<file path="src/rtl/lrr_pkg.sv">
package lrr_pkg;

  // Strobes from the control half to the datapath half.
  typedef struct packed {
    logic legacyOn;      // forced routing of channels 0 and 1
    logic extTimerGate;  // external timer may reach its line
    logic extRtcGate;    // live RTC input may reach its line
    logic useRtcLatch;   // put the captured RTC level on its line
  } lrrCtrl_t;

  // Build the inversion mask: bit i is set when line i is active-low.
  function automatic logic [63:0] buildInvMask(input int numLines, input int invBase);
    logic [63:0] m;
    m = '0;
    for (int i = 0; i < numLines; i++) begin
      if (i >= invBase) m[i] = 1'b1;
    end
    return m;
  endfunction

endpackage

</file>
<file path="src/rtl/lrr_ctrl.sv">
module lrr_ctrl
  import lrr_pkg::*;
(
  input  logic     clk,
  input  logic     rst_n,
  input  logic     legacyMode,
  output lrrCtrl_t ctrl,
  output logic     legacyTimerEn
);

  logic legacyPrev;

  always_ff @(posedge clk or negedge rst_n) begin
    if (!rst_n) begin
      legacyPrev    <= 1'b0;
      legacyTimerEn <= 1'b1;
    end else begin
      legacyPrev    <= legacyMode;
      legacyTimerEn <= ~legacyMode;
    end
  end

  logic leaveNow;
  assign leaveNow = legacyPrev & ~legacyMode;

  always_comb begin
    ctrl.legacyOn     = legacyMode;
    ctrl.extTimerGate = ~legacyMode & ~legacyPrev;
    ctrl.extRtcGate   = ~legacyMode & ~legacyPrev;
    ctrl.useRtcLatch  = leaveNow;
  end

endmodule

</file>
<file path="src/rtl/lrr_datapath.sv">
module lrr_datapath
  import lrr_pkg::*;
#(
  parameter int NUM_CH     = 4,
  parameter int ROUTE_W    = 5,
  parameter int TIMER_LINE = 0,
  parameter int RTC_LINE   = 8,
  parameter int INV_BASE   = 16
) (
  input  logic                          clk,
  input  logic                          rst_n,
  input  lrrCtrl_t                      ctrl,
  input  logic [NUM_CH-1:0]             chanReq,
  input  logic [NUM_CH*ROUTE_W-1:0]     chanRoute,
  input  logic                          extTimerIrq,
  input  logic                          extRtcIrq,
  output logic [(1<<ROUTE_W)-1:0]       irqLines
);

  localparam int NUM_LINES = 1 << ROUTE_W;
  localparam logic [63:0] INV_FULL = buildInvMask(NUM_LINES, INV_BASE);
  localparam logic [NUM_LINES-1:0] INV_MASK = INV_FULL[NUM_LINES-1:0];
  localparam logic [ROUTE_W-1:0] TIMER_R = ROUTE_W'(TIMER_LINE);
  localparam logic [ROUTE_W-1:0] RTC_R   = ROUTE_W'(RTC_LINE);

  logic rtcLatch;
  logic [NUM_CH-1:0][NUM_LINES-1:0] chanHit;
  logic [NUM_LINES-1:0] activeNext;

  for (genvar ch = 0; ch < NUM_CH; ch++) begin : g_chan
    logic [ROUTE_W-1:0] field;
    logic [ROUTE_W-1:0] effRoute;
    assign field = chanRoute[ch*ROUTE_W +: ROUTE_W];
    if (ch == 0) begin : g_forceTimer
      assign effRoute = ctrl.legacyOn ? TIMER_R : field;
    end else if (ch == 1) begin : g_forceRtc
      assign effRoute = ctrl.legacyOn ? RTC_R : field;
    end else begin : g_plain
      assign effRoute = field;
    end
    assign chanHit[ch] = chanReq[ch] ? (NUM_LINES'(1) << effRoute) : '0;
  end

  always_comb begin
    activeNext = '0;
    for (int ch = 0; ch < NUM_CH; ch++) begin
      activeNext = activeNext | chanHit[ch];
    end
    activeNext[TIMER_LINE] = activeNext[TIMER_LINE] | (ctrl.extTimerGate & extTimerIrq);
    activeNext[RTC_LINE]   = activeNext[RTC_LINE]
                           | (ctrl.extRtcGate & extRtcIrq)
                           | (ctrl.useRtcLatch & rtcLatch);
  end

  always_ff @(posedge clk or negedge rst_n) begin
    if (!rst_n) begin
      rtcLatch <= 1'b0;
      irqLines <= INV_MASK;
    end else begin
      rtcLatch <= extRtcIrq;
      irqLines <= activeNext ^ INV_MASK;
    end
  end

endmodule

</file>
<file path="src/rtl/legacy_irq_router.sv">
module legacy_irq_router
  import lrr_pkg::*;
#(
  parameter int NUM_CH     = 4,
  parameter int ROUTE_W    = 5,
  parameter int TIMER_LINE = 0,
  parameter int RTC_LINE   = 8,
  parameter int INV_BASE   = 16
) (
  input  logic                        clk,
  input  logic                        rst_n,
  input  logic                        legacyMode,
  input  logic [NUM_CH-1:0]           chanReq,
  input  logic [NUM_CH*ROUTE_W-1:0]   chanRoute,
  input  logic                        extTimerIrq,
  input  logic                        extRtcIrq,
  output logic [(1<<ROUTE_W)-1:0]     irqLines,
  output logic                        legacyTimerEn
);

  lrrCtrl_t ctrl;

  lrr_ctrl u_ctrl (
    .clk          (clk),
    .rst_n        (rst_n),
    .legacyMode   (legacyMode),
    .ctrl         (ctrl),
    .legacyTimerEn(legacyTimerEn)
  );

  lrr_datapath #(
    .NUM_CH    (NUM_CH),
    .ROUTE_W   (ROUTE_W),
    .TIMER_LINE(TIMER_LINE),
    .RTC_LINE  (RTC_LINE),
    .INV_BASE  (INV_BASE)
  ) u_dp (
    .clk        (clk),
    .rst_n      (rst_n),
    .ctrl       (ctrl),
    .chanReq    (chanReq),
    .chanRoute  (chanRoute),
    .extTimerIrq(extTimerIrq),
    .extRtcIrq  (extRtcIrq),
    .irqLines   (irqLines)
  );

endmodule

</file>
<file path="config.mk">
export PLATFORM = sky130hd
export DESIGN_NAME = legacy_irq_router
export DESIGN_NICKNAME = d
export VERILOG_FILES = /design/src/rtl/lrr_pkg.sv /design/src/rtl/lrr_ctrl.sv /design/src/rtl/lrr_datapath.sv /design/src/rtl/legacy_irq_router.sv
export SDC_FILE = /design/constraint.sdc
export NUM_CORES = 1
export LEC_CHECK = 0
export BUFFER_PORTS_ARGS = -buffer_cell sky130_fd_sc_hd__clkbuf_2
export CORE_MARGIN = 2
export CORE_UTILIZATION = 45
export DETAILED_ROUTE_END_ITERATION = 8
export PLACE_DENSITY = 0.72
export SETUP_SLACK_MARGIN = 0.05
export SYNTH_ARGS = -nofsm -noshare
export SYNTH_HDL_FRONTEND = slang
export SYNTH_SLANG_ARGS = --single-unit
</file>
<file path="constraint.sdc">
create_clock -name clk -period 1.6 [get_ports clk]
set_clock_uncertainty 0.1 [all_clocks]
set_input_delay 0.32 -clock clk [delete_from_list [all_inputs] [get_ports clk]]
set_output_delay 0.32 -clock clk [all_outputs]
set_load 0.03 [all_outputs]
</file>
# ---- Word level (Yosys, flattened, before mapping)
# Index checks and enable logic that the tools add are counted.
dict set report totals {
  ff_bits 35
  in_bits 29
  output_inout_bits 33
  elab_cells 28
}
dict set report op_classes {
  shifts 4
  n_mux 6
  bitwise_logic 14
}
# cell n
set ops {}
lappend ops {{32-bit two-way mux} 4}
lappend ops {{1-bit by 5-bit << shifter with 32-bit output, first input constant} 4}
lappend ops {{32-bit OR} 3}
lappend ops {{16-bit inverter} 1}
lappend ops {{5-bit two-way mux} 2}
lappend ops {{1-bit bitwise AND} 5}
lappend ops {{1-bit OR} 3}
lappend ops {{1-bit inverter} 2}

# ---- Logic depth before layout (Yosys ltp)
# Gate-level depths: netlist (run 1).
dict set report depth {
  ltp_word 8
  ltp_mapped 5
  depth_no_buf 3
}

# ---- Hierarchy
# Synthesis (run 1) repeated with hierarchy kept, for this count alone.
dict set report unflattened {
  hier_cells 255
  hier_area_um2 2366.0
}
# module instances cells_each area_per_inst_um2 seq_area_each_um2
set by_module_without_submodules {}
lappend by_module_without_submodules {lrr_datapath 1 247 2278.4 845.8}
lappend by_module_without_submodules {lrr_ctrl 1 8 87.6 51.3}

# ---- Worst setup path after synthesis (run 1)
# OpenSTA, ideal clock, no wires.
dict set report synth_timing {
  path_kind {input port to flip-flop}
  startpoint {input chanRoute[3]}
  endpoint {register u_dp.irqLines[23]}
  setup_time_ps 100
  arrival_ps 1199
  t_required_ps 1400
  setup_slack_ps 201
  stages 4
  path_buffers 1
  path_cell_list {clkbuf_1 > or3b_2 > nor3_1 > a211oi_1}
}
dict set report synth_via {
  elab_chain_len 7
}
# element line_no
set synth_rtl {}
lappend synth_rtl {{start, declared} legacy_irq_router.sv:14} ;# input logic [NUM_CH*ROUTE_W-1:0] chanRoute,
lappend synth_rtl {{5-bit two-way mux} lrr_datapath.sv:35} ;# assign effRoute = ctrl.legacyOn ? TIMER_R : field;
lappend synth_rtl {{1-bit by 5-bit << shifter with 32-bit output} lrr_datapath.sv:41} ;# assign chanHit[ch] = chanReq[ch] ? (NUM_LINES'(1) << effRoute) : '0;
lappend synth_rtl {{32-bit two-way mux} lrr_datapath.sv:41}
lappend synth_rtl {{32-bit OR (3 in a row)} lrr_datapath.sv:47} ;# activeNext = activeNext | chanHit[ch];
lappend synth_rtl {{16-bit inverter (no source line)} n/a}
lappend synth_rtl {{end signal, assigned} lrr_datapath.sv:61} ;# irqLines <= activeNext ^ INV_MASK;
lappend synth_rtl {{end, declared} lrr_datapath.sv:17} ;# output logic [(1<<ROUTE_W)-1:0] irqLines
# No other way between the ends.

# ---- Worst setup path in the final report (run 1)
dict set report layout_timing {
  startpoint {register u_dp.irqLines[20]}
  endpoint {output irqLines[20]}
}
# element line_no
set layout_lines {}
lappend layout_lines {{end, declared} legacy_irq_router.sv:17} ;# output logic [(1<<ROUTE_W)-1:0] irqLines,
# No word-level cell between the ends.

==> qor.csv, run 1 <==
metric,value,unit
outcome,completed,
critical-path-max-stage-delay,0.53,ns
place.gp.congestion,1.03,
clk_pin_slew,0.08,ns
synth_nets,277,
rsz0062_at_grt,false,
dp_hpwl,5750,um
worst_pin_slew,0.565,ns
dpl.cell_count,394,
r2r_slack,0.40,ns
path_cells,clkbuf_2,
reg2reg_depth,3,
grt_pass1_wl,12300,um
dr.first_iter.drc_count,411,
synthTopCellsByArea,"dfrtp_1 (19%), dfstp_2 (19%), nand3_1 (6.2%), a32oi_1 (4.5%), a22oi_1 (3.2%)",
setup_violations,0,
clkPwrFrac,30.7,%
leakagePower,1.29,nW
combPwrFrac,23.4,%
core_region_area,5070,um^2
clk_latency,0.29,ns
antenna_cells,0,
cts_resized,0,
ant_nets,0,
cts_buffer_depth,2,
first_global_vias,2312,
synth_top_flop_cell,dfrtp_1,
gr-total-overflow,0,
yosysWarnings,0,
synth_commonest_cells,"nand3_1 (29), dfrtp_1 (18), dfstp_2 (17)",
pin_count,62,
setup_ws,0.164,ns
final_nets,361,
hold_violations,0,
yosysSeqAreaShare,38.2,%
final_layout_size_suffix_gt1_share,39.9,%
critPathSlowestCell,dfstp_2,
area_growth_syn_to_layout,27.9,%
drv_cap,0,
start_kind,flop,
holdPathStages,1,
fin_setup_tns,0,ns
cts_buffers,5,
synth.top_cell.area_share,19.2,%
cts_setup_buffers,0,
routed_wl,7520,um
worstPathRequired,1.18,ns
yosys.area.top_type,dfrtp_1,
synth_edf_count,0,
yosysMostFrequentCell,nand3_1,
syn-instance-count,248,
p_switching,0.000643,W
rr_startpoint,u_ctrl.legacyPrev$_DFF_PN0_,
p_seq_share,45.9,%
swShare,31.5,%
stdcell_count,403,
endpoint_kind,output pin,
post-route-period-util,89.8,%
numClockSinks,35,
slew_headroom,62.3,%
intPower,0.00140,W
worstHoldStart,extRtcIrq,
synth.avg_cell_area,9.46,um^2
fp.dieH,76.2,um
hold_buffers,1,
antenna_found_initial,0,
worst_ep_arrival_time,1.02,ns
drt-vias-per-instance,6.43,
post-route-min-period,1.44,ns
synth.distinct_cells,47,
start_util,46.2,%
portBuffers,61,
grtUsageTotal,26.7,%
die_width,76.2,um
dieArea,5810,um^2
vias,2593,
crit_buf_inv,1,
final_util,59.1,%
irDropWorstVdd,0.000379,V
r2r_end,u_dp.irqLines[8]$_DFF_PN0_,
firstDrtPassIters,5,
maxSlewViolCount,0,
wl_per_cell,18.7,um
drc,0,
holdWs,0.0454,ns
post-place-ws,-0.0566,ns
netlist_area,2350,um^2
async_reset_ff_share,100,%
ys_seq_elements,35,
power.density,679,nW/um^2
cts_root_buf,clkbuf_8,
grt_start_max_net_pins,20,
critical-path-top-delay-family,flip-flops,
hold_end,u_dp.rtcLatch$_DFF_PN0_,
path_depth,1,
max_freq,696,MHz
critPathMaxFanout,1,
core.rowCount,26,
tritoncts,done,
min_path_type,in -> reg,
htree_levels,2,
worst-setup-path-type,reg -> out,
==> layer usage <==
metal | share of wire, % | vias up | GRT usage [%]
met1 | 42 | 1235 | 40.1
met4 | 1.7 | 0 | 6.91
met5 | 0 | - | 0
met3 | 12 | 16 | 6.40
li1 | - | 1155 | -
met2 | 44 | 187 | 38.4
==> cells by family (layout without fill, tap and decap cells) <==
group,after synthesis,count (layout),share of synthesized area (%)
multiplexers,1,1,0.480
AND/OR/NAND/NOR,140,140,39.6
buffers and inverters,22,107,4.91
flip-flops,35,35,38.2
AO/OA/AOI/OAI,50,50,16.7
==> power by group through the flow <==
stage	clock network (W)	registers (W)	logic [W]
after global routing	0.000692	0.000937	0.000511
after floorplan	0	0.00101	0.000198
after CTS	0.000642	0.000935	0.000470
after detailed placement	0	0.000950	0.000466
after global placement	0	0.000949	0.000465
final	0.000626	0.000935	0.000477
==> flip-flops by register name (all words and copies together), names as in the netlist <==
name and cells:
u_ctrl.legacyPrev 1, u_ctrl.legacyTimerEn 1, u_dp.irqLines 32, u_dp.rtcLatch 1
==> worst max-delay path by stage <==
stage	startpoint	end
6_report	u_dp.irqLines[20]$_DFF_PN1_	irqLines[20]
5_1_grt	u_dp.irqLines[20]$_DFF_PN1_	irqLines[20]
4_1_cts	u_dp.irqLines[20]$_DFF_PN1_	irqLines[20]
3_5_place_dp	legacyMode	u_dp.irqLines[20]$_DFF_PN1_
3_3_place_gp	legacyMode	u_dp.irqLines[20]$_DFF_PN1_
2_1_floorplan	chanRoute[3]	u_dp.irqLines[23]$_DFF_PN1_
==> through the flow <==
step | instance area, um^2 | total power [W]
2_1_floorplan | 2350 | 0.00121
3_3_place_gp | 2910 | 0.00141
3_5_place_dp | 2910 | 0.00142
4_1_cts | 3000 | 0.00205
5_1_grt | 3000 | 0.00214
6_report | 3000 | 0.00204
==> cells in the final DEF, fill, tap and decap left out, types with 10 or more instances in the layout <==
master / Yosys / routed
a22oi_1: 10 / 10
dfrtp_1: 18 / 18
a32oi_1: 12 / 12
buf_4: 0 / 34
nor2b_1: 11 / 11
nand4_1: 12 / 12
dfstp_2: 17 / 17
nor3_1: 10 / 10
nand2_1: 11 / 11
clkbuf_2: 1 / 61
nand3_1: 29 / 29
==> layout make-up <==
type | count | area [um^2]
Clock buffer | 5 | 68.8
Clock inverter | 3 | 15.0
Fill cell | 464 | 2070
Inverter | 2 | 7.51
Multi-Input combinational cell | 191 | 1330
Sequential cell | 35 | 897
Tap cell | 70 | 87.6
Timing Repair Buffer | 97 | 591
Note: power is estimated with default switching activity, not from simulation.
==> run 2, diff against run 1 <==
--- a/config.mk
+++ b/config.mk
@@ -7,9 +7,9 @@
 export LEC_CHECK = 0
 export BUFFER_PORTS_ARGS = -buffer_cell sky130_fd_sc_hd__clkbuf_2
 export CORE_MARGIN = 2
-export CORE_UTILIZATION = 45
+export CORE_UTILIZATION = 41
 export DETAILED_ROUTE_END_ITERATION = 8
-export PLACE_DENSITY = 0.72
+export PLACE_DENSITY = 0.67
 export SETUP_SLACK_MARGIN = 0.05
 export SYNTH_ARGS = -nofsm -noshare
 export SYNTH_HDL_FRONTEND = slang
==> constraint.sdc (replaced) <==
create_clock -name clk -period 1.56 [get_ports clk]
set_clock_uncertainty 0.1 [all_clocks]
set_input_delay 0.312 -clock clk [delete_from_list [all_inputs] [get_ports clk]]
set_output_delay 0.312 -clock clk [all_outputs]
set_load 0.03 [all_outputs]
==> run 2 against run 1 <==
  * The run now ends with DRC left
  * Clock-buffer cell count increased by 2
  * Die area increased by 9.2%
  * Flip-flop and latch count unchanged
  * Sequential share of layout area decreased by 0.47 points
  * Critical path type unchanged
  * Critical endpoint is now irqLines[19]
  * Largest cell class unchanged
  * Largest power group unchanged
  * Highest routed layer unchanged
==> qor.csv, run 2 (synthesis results as in run 1) <==
metric,value,unit,change
rsz0062_at_grt,false,,
critPathMaxFanout,1,,unchanged
grtUsageTotal,25.5,%,-1.2 points
max_freq,706,MHz,
first_global_vias,2361,,+2.1%
tritoncts,done,,
slew_headroom,67.4,%,+5.1 points
dieArea,6340,um^2,+9.2%
grt_pass1_wl,12300,um,-0.17%
irDropWorstVdd,0.000351,V,-7.3%
final_util,55.4,%,-3.8 points
grt_start_max_net_pins,21,,+5.0%
core.rowCount,27,,+3.8%
start_kind,flop,,
critical-path-max-stage-delay,0.52,ns,about the same
critical-path-top-delay-family,flip-flops,,
fin_setup_tns,0,ns,unchanged
numClockSinks,35,,unchanged
pin_count,62,,unchanged
ant_nets,0,,unchanged
worst_pin_slew,0.489,ns,-0.0755 ns
drv_cap,0,,unchanged
setup_ws,0.143,ns,-0.0209 ns
cts_resized,0,,unchanged
drc,2,,+2
final_nets,366,,+1.4%
maxSlewViolCount,0,,unchanged
worstPathRequired,1.15,ns,-0.03 ns
cts_buffers,5,,unchanged
worst_ep_arrival_time,1.01,ns,about the same
firstDrtPassIters,7,,+2
antenna_cells,0,,unchanged
antenna_found_initial,0,,unchanged
final_layout_size_suffix_gt1_share,40.5,%,+0.59 points
core_region_area,5510,um^2,+8.5%
htree_levels,2,,unchanged
dr.first_iter.drc_count,435,,+5.8%
cts_root_buf,clkbuf_8,,
min_path_type,in -> reg,,
portBuffers,61,,unchanged
dp_hpwl,5830,um,+1.3%
place.gp.congestion,0.962,,-7.0%
leakagePower,1.32,nW,+2.2%
critPathSlowestCell,dfstp_2,,
violations,DRC,,
clk_pin_slew,0.08,ns,about the same
post-route-min-period,1.42,ns,
drt-vias-per-instance,6.18,,-3.9%
total_power,0.00215,W,+5.7%
endpoint_kind,output pin,,
gr-total-overflow,0,,unchanged
fp.dieH,79.6,um,+4.5%
vias,2534,,-2.3%
final_cell_mix,"clkbuf_2 (61), buf_4 (39), nand3_1 (29), dfrtp_1 (18), dfstp_2 (17)",,
setup_violations,0,,unchanged
post-place-ws,-0.0498,ns,+0.00683 ns
cts_setup_buffers,0,,unchanged
nFillCells,485,,+4.5%
largest_register_ffs,32,,unchanged
area_growth_syn_to_layout,29.9,%,
path_cells,clkbuf_2,,
worst-setup-path-type,reg -> out,,
wl_per_cell,18.7,um,about the same
crit_buf_inv,1,,unchanged
die_width,79.6,um,+4.5%
outcome,"finished, violations left",,
cts_buffer_depth,2,,unchanged
routed_wl,7650,um,+1.7%
final_common_cell,clkbuf_2,,
hold_violations,0,,unchanged
final-seq-area,897,um^2,unchanged
clk_latency,0.29,ns,about the same
power.density,707,nW/um^2,+4.0%
post-route-period-util,90.8,%,
start_util,42.6,%,-3.6 points
regMostFlops,u_dp.irqLines,,
multi_input_area,1330,um^2,unchanged
==> run 2: metal layers <==
layer	GRT usage, %	vias up	wire length, um
met1	37.3	1153	3220
met3	3.96	21	936
li1	-	1163	-
met5	0	-	0
met2	38.3	197	3320
met4	8.28	0	170
==> run 2: metrics by stage <==
stage	cell area (um^2)	instances	hold slack, ns
finish	3050	410	0.0369
global placement	2950	401	0.171
CTS	3050	410	0.0397
detailed placement	2950	401	0.173
global route	3050	410	0.0505
floorplan	2350	248	-0.0836
==> run 2: repair_timing <==
item                                    4_1_cts  5_1_grt
endpoints found under the setup margin        0        0
endpoints found under the hold margin         7        0
hold buffers                                  1        0
==> run 2: final timing paths <==
kind	from	cells past startpoint	slack, ns	end
min	extRtcIrq	1	0.04	u_dp.rtcLatch$_DFF_PN0_
max in group asynchronous	rst_n	3	0.43	u_dp.irqLines[25]$_DFF_PN1_
max	u_dp.irqLines[19]$_DFF_PN1_	1	0.14	irqLines[19]
max reg2reg	u_ctrl.legacyPrev$_DFF_PN0_	3	0.31	u_dp.irqLines[8]$_DFF_PN0_
min in group asynchronous	rst_n	2	0.39	u_dp.rtcLatch$_DFF_PN0_
min reg2reg	u_ctrl.legacyPrev$_DFF_PN0_	3	0.55	u_dp.irqLines[0]$_DFF_PN0_
==> run 2: area by class of cell <==
| class | count | area share (%) |
|---|---|---|
| tap | 72 | 2.96 |
| inverter | 2 | 0.246 |
| multi-input combinational | 191 | 43.8 |
| timing repair buffer | 102 | 20.6 |
| sequential | 35 | 29.4 |
| clock inverter | 1 | 0.164 |
| clock buffer | 7 | 2.83 |
==> run 2: power by group <==
| part | switching (W) | internal, W |
|---|---|---|
| sequential | 0.00000853 | 0.000949 |
| clock | 0.000338 | 0.000357 |
| combinational | 0.000320 | 0.000182 |
==> run 3, diff against run 2 <==
--- a/config.mk
+++ b/config.mk
@@ -13,4 +13,5 @@
 export SETUP_SLACK_MARGIN = 0.05
 export SYNTH_ARGS = -nofsm -noshare
 export SYNTH_HDL_FRONTEND = slang
+export SYNTH_HIERARCHICAL = 1
 export SYNTH_SLANG_ARGS = --single-unit
==> run 3 against run 2 <==
  * Hold slack improved by 0.014 ns
  * Utilization down 0.86 points
  * Non-clock buffer count fell by 5
  * Maximum frequency down 0.27%
  * The run now ends clean
  * Combinational power up 2%
  * Via count increased by 1.5%
  * Synthesized cell count up 2.8%
  * Sequential share of layout area is 0.28 points higher
  * Critical endpoint is now irqLines[20]
  * Global-route usage shrank 0.087 points
  * Setup slack got worse by 0.0038 ns
==> qor.csv, run 3 <==
metric,value,unit,change
routed_wl,7950,um,+3.9%
async_reset_ff_share,100,%,unchanged
yosys.area.top_type,dfrtp_1,,
worstPathRequired,1.15,ns,about the same
yosys.area_share.adder,0,%,unchanged
die_width,80.0,um,+0.40%
placed_area,2910,um^2,-1.3%
holdWs,0.0509,ns,+0.0141 ns
synth_edf_count,0,,unchanged
fp.dieH,80.0,um,+0.40%
synth-compound-area-share,20.3,%,+3.6 points
irDropWorstVdd,0.000331,V,-5.8%
syn-instance-count,255,,+2.8%
post-route-min-period,1.42,ns,+0.00382 ns
dp_hpwl,6010,um,+3.1%
rr_startpoint,u_ctrl/legacyPrev$_DFF_PN0_,,
yosysSeqAreaShare,37.9,%,-0.32 points
antenna_cells,0,,unchanged
final_layout_size_suffix_gt1_share,39.2,%,-1.4 points
rsz0062_at_grt,false,,
start_util,42.7,%,+0.10 points
setup_violations,0,,unchanged
power.density,725,nW/um^2,+2.6%
synth_top_flop_cell,dfrtp_1,,
htree_levels,2,,unchanged
slew_headroom,70.0,%,+2.6 points
leakagePower,1.23,nW,-6.5%
path_cells,clkbuf_2,,
r2r_slack,0.47,ns,+0.16 ns
worstHoldStart,extRtcIrq,,
area_growth_syn_to_layout,27.6,%,
portBuffers,61,,unchanged
pin_count,62,,unchanged
regMostFlops,u_dp/irqLines,,
ys_seq_elements,35,,unchanged
yosysMostFrequentCell,dfrtp_1,,
yosysWarnings,6,,+6
final_cell_mix,"clkbuf_2 (61), buf_4 (34), dfrtp_1 (18), dfstp_2 (17), nand3_1 (14)",,
final_nets,365,,-0.27%
firstDrtPassIters,5,,-2
synth_nets,284,,+2.5%
core_region_area,5540,um^2,+0.61%
synth.distinct_cells,46,,-2.1%
synth.top_cell.area_share,19.0,%,-0.16 points
critical-path-max-stage-delay,0.52,ns,about the same
clk_latency,0.29,ns,about the same
dieArea,6390,um^2,+0.81%
start_kind,flop,,
antenna_found_initial,0,,unchanged
muxShareOfSynthArea,0,%,-0.48 points
critical-path-top-delay-family,flip-flops,,
final_common_cell,clkbuf_2,,
synth_commonest_cells,"dfrtp_1 (18), dfstp_2 (17), nand3_1 (14), nor3_1 (14), nor2b_1 (12)",,
grt_pass1_wl,12400,um,+0.73%
crit_buf_inv,1,,unchanged
r2r_end,u_dp/irqLines[8]$_DFF_PN0_,,
critPathMaxFanout,1,,unchanged
final_area,3020,um^2,-0.94%
drt-vias-per-instance,6.29,,+1.7%
synth_simple_gate_area_share,35.4,%,-4.2 points
startpoint,u_dp/irqLines[20]$_DFF_PN1_,,
numClockSinks,35,,unchanged
synthXorXnorAreaFrac,0,%,unchanged
synth_top_family_by_area,simple AND/OR/NAND/NOR gates,,
grtUsageTotal,25.4,%,-0.087 points
max_freq,704,MHz,-0.27%
core.rowCount,27,,unchanged
dr.first_iter.drc_count,280,,-36%
synth.avg_cell_area,9.28,um^2,-1.9%
cts_root_buf,clkbuf_8,,
ant_nets,0,,unchanged
outcome,completed,,
worst_pin_slew,0.444,ns,-0.0458 ns
tritoncts,done,,
min_path_type,in -> reg,,
vias,2571,,+1.5%
post-route-period-util,91.1,%,+0.25 points
synthTopCellsByArea,"dfrtp_1 (19%), dfstp_2 (19%), a32oi_1 (3.7%), nor2b_1 (3.2%), nand3_1 (3.0%)",,
first_global_vias,2419,,+2.5%
largest_register_ffs,32,,unchanged
netlist_area,2370,um^2,+0.85%
gr-total-overflow,0,,unchanged
grt_start_max_net_pins,22,,+4.8%
endpoint_kind,output pin,,
worst_ep_arrival_time,1.01,ns,about the same
cts_buffers,5,,unchanged
place.gp.congestion,0.955,,-0.80%
holdPathStages,1,,unchanged
wl_per_cell,19.4,um,+4.2%
cts_buffer_depth,2,,unchanged
reg2reg_depth,3,,unchanged
endpoint,irqLines[20],,
drc,0,,-2
path_depth,1,,unchanged
clk_pin_slew,0.07,ns,about the same
hold_violations,0,,unchanged
critPathSlowestCell,dfstp_2,,
maxSlewViolCount,0,,unchanged
worst-setup-path-type,reg -> out,,
drv_cap,0,,unchanged
## run 3: area by class of cell
class / count / area, um^2
inverter: 5 / 18.8
sequential: 35 / 897
timing repair buffer: 97 / 591
tap: 72 / 90.1
clock buffer: 8 / 100
fill: 519 / 2520
multi-input combinational: 192 / 1320
## run 3: power by group
group	internal [W]	total (W)	switching (W)	leakage, nW
Sequential	0.000951	0.000959	0.00000857	0.420
Combinational	0.000182	0.000509	0.000327	0.761
Clock	0.000403	0.000720	0.000317	0.0515
## run 3: cell families after synthesis
group,after synthesis
AOI/OAI and AO/OA,60
DFF,35
buffers and inverters,28
and+or+nand+nor,132
## run 3: layer usage
metal	vias to the layer above	global-route usage [%]	part of all wire, %
met5	-	0	0
met4	0	9.49	2.4
li1	1165	-	-
met3	21	4.75	7.5
met2	148	39.5	46
met1	1237	35.0	44
## run 3: per-stage QoR
step / worst slack [ns] / std cells / util, % / TNS (ns) / total power, W
finish: 0.139 / 409 / 54.5 / 0 / 0.00219
global route: 0.101 / 409 / 54.5 / 0 / 0.00229
CTS: 0.129 / 409 / 54.5 / 0 / 0.00220
detailed placement: -0.0780 / 400 / 52.5 / -0.573 / 0.00147
global placement: -0.0558 / 400 / 52.5 / -0.304 / 0.00147
floorplan: 0.00846 / 255 / - / 0 / 0.00126
## run 3: how the worst min path moves through the flow
stage	end	slack, ns
6_report	u_dp/rtcLatch$_DFF_PN0_	0.05
5_1_grt	u_dp/rtcLatch$_DFF_PN0_	0.05
4_1_cts	u_dp/rtcLatch$_DFF_PN0_	0.05
3_5_place_dp	u_dp/irqLines[14]$_DFF_PN0_	0.17
3_3_place_gp	u_dp/irqLines[14]$_DFF_PN0_	0.16
2_1_floorplan	u_ctrl/legacyPrev$_DFF_PN0_	-0.08
## run 3: repair_timing
| item | 4_1_cts | 5_1_grt |
|---|---|---|
| setup endpoints to repair | 0 | 0 |
| endpoints found under the hold margin | 7 | 0 |
| buffers inserted | 0 | 0 |
| hold buffers | 1 | 0 |
| gates resized for setup | 0 | 0 |
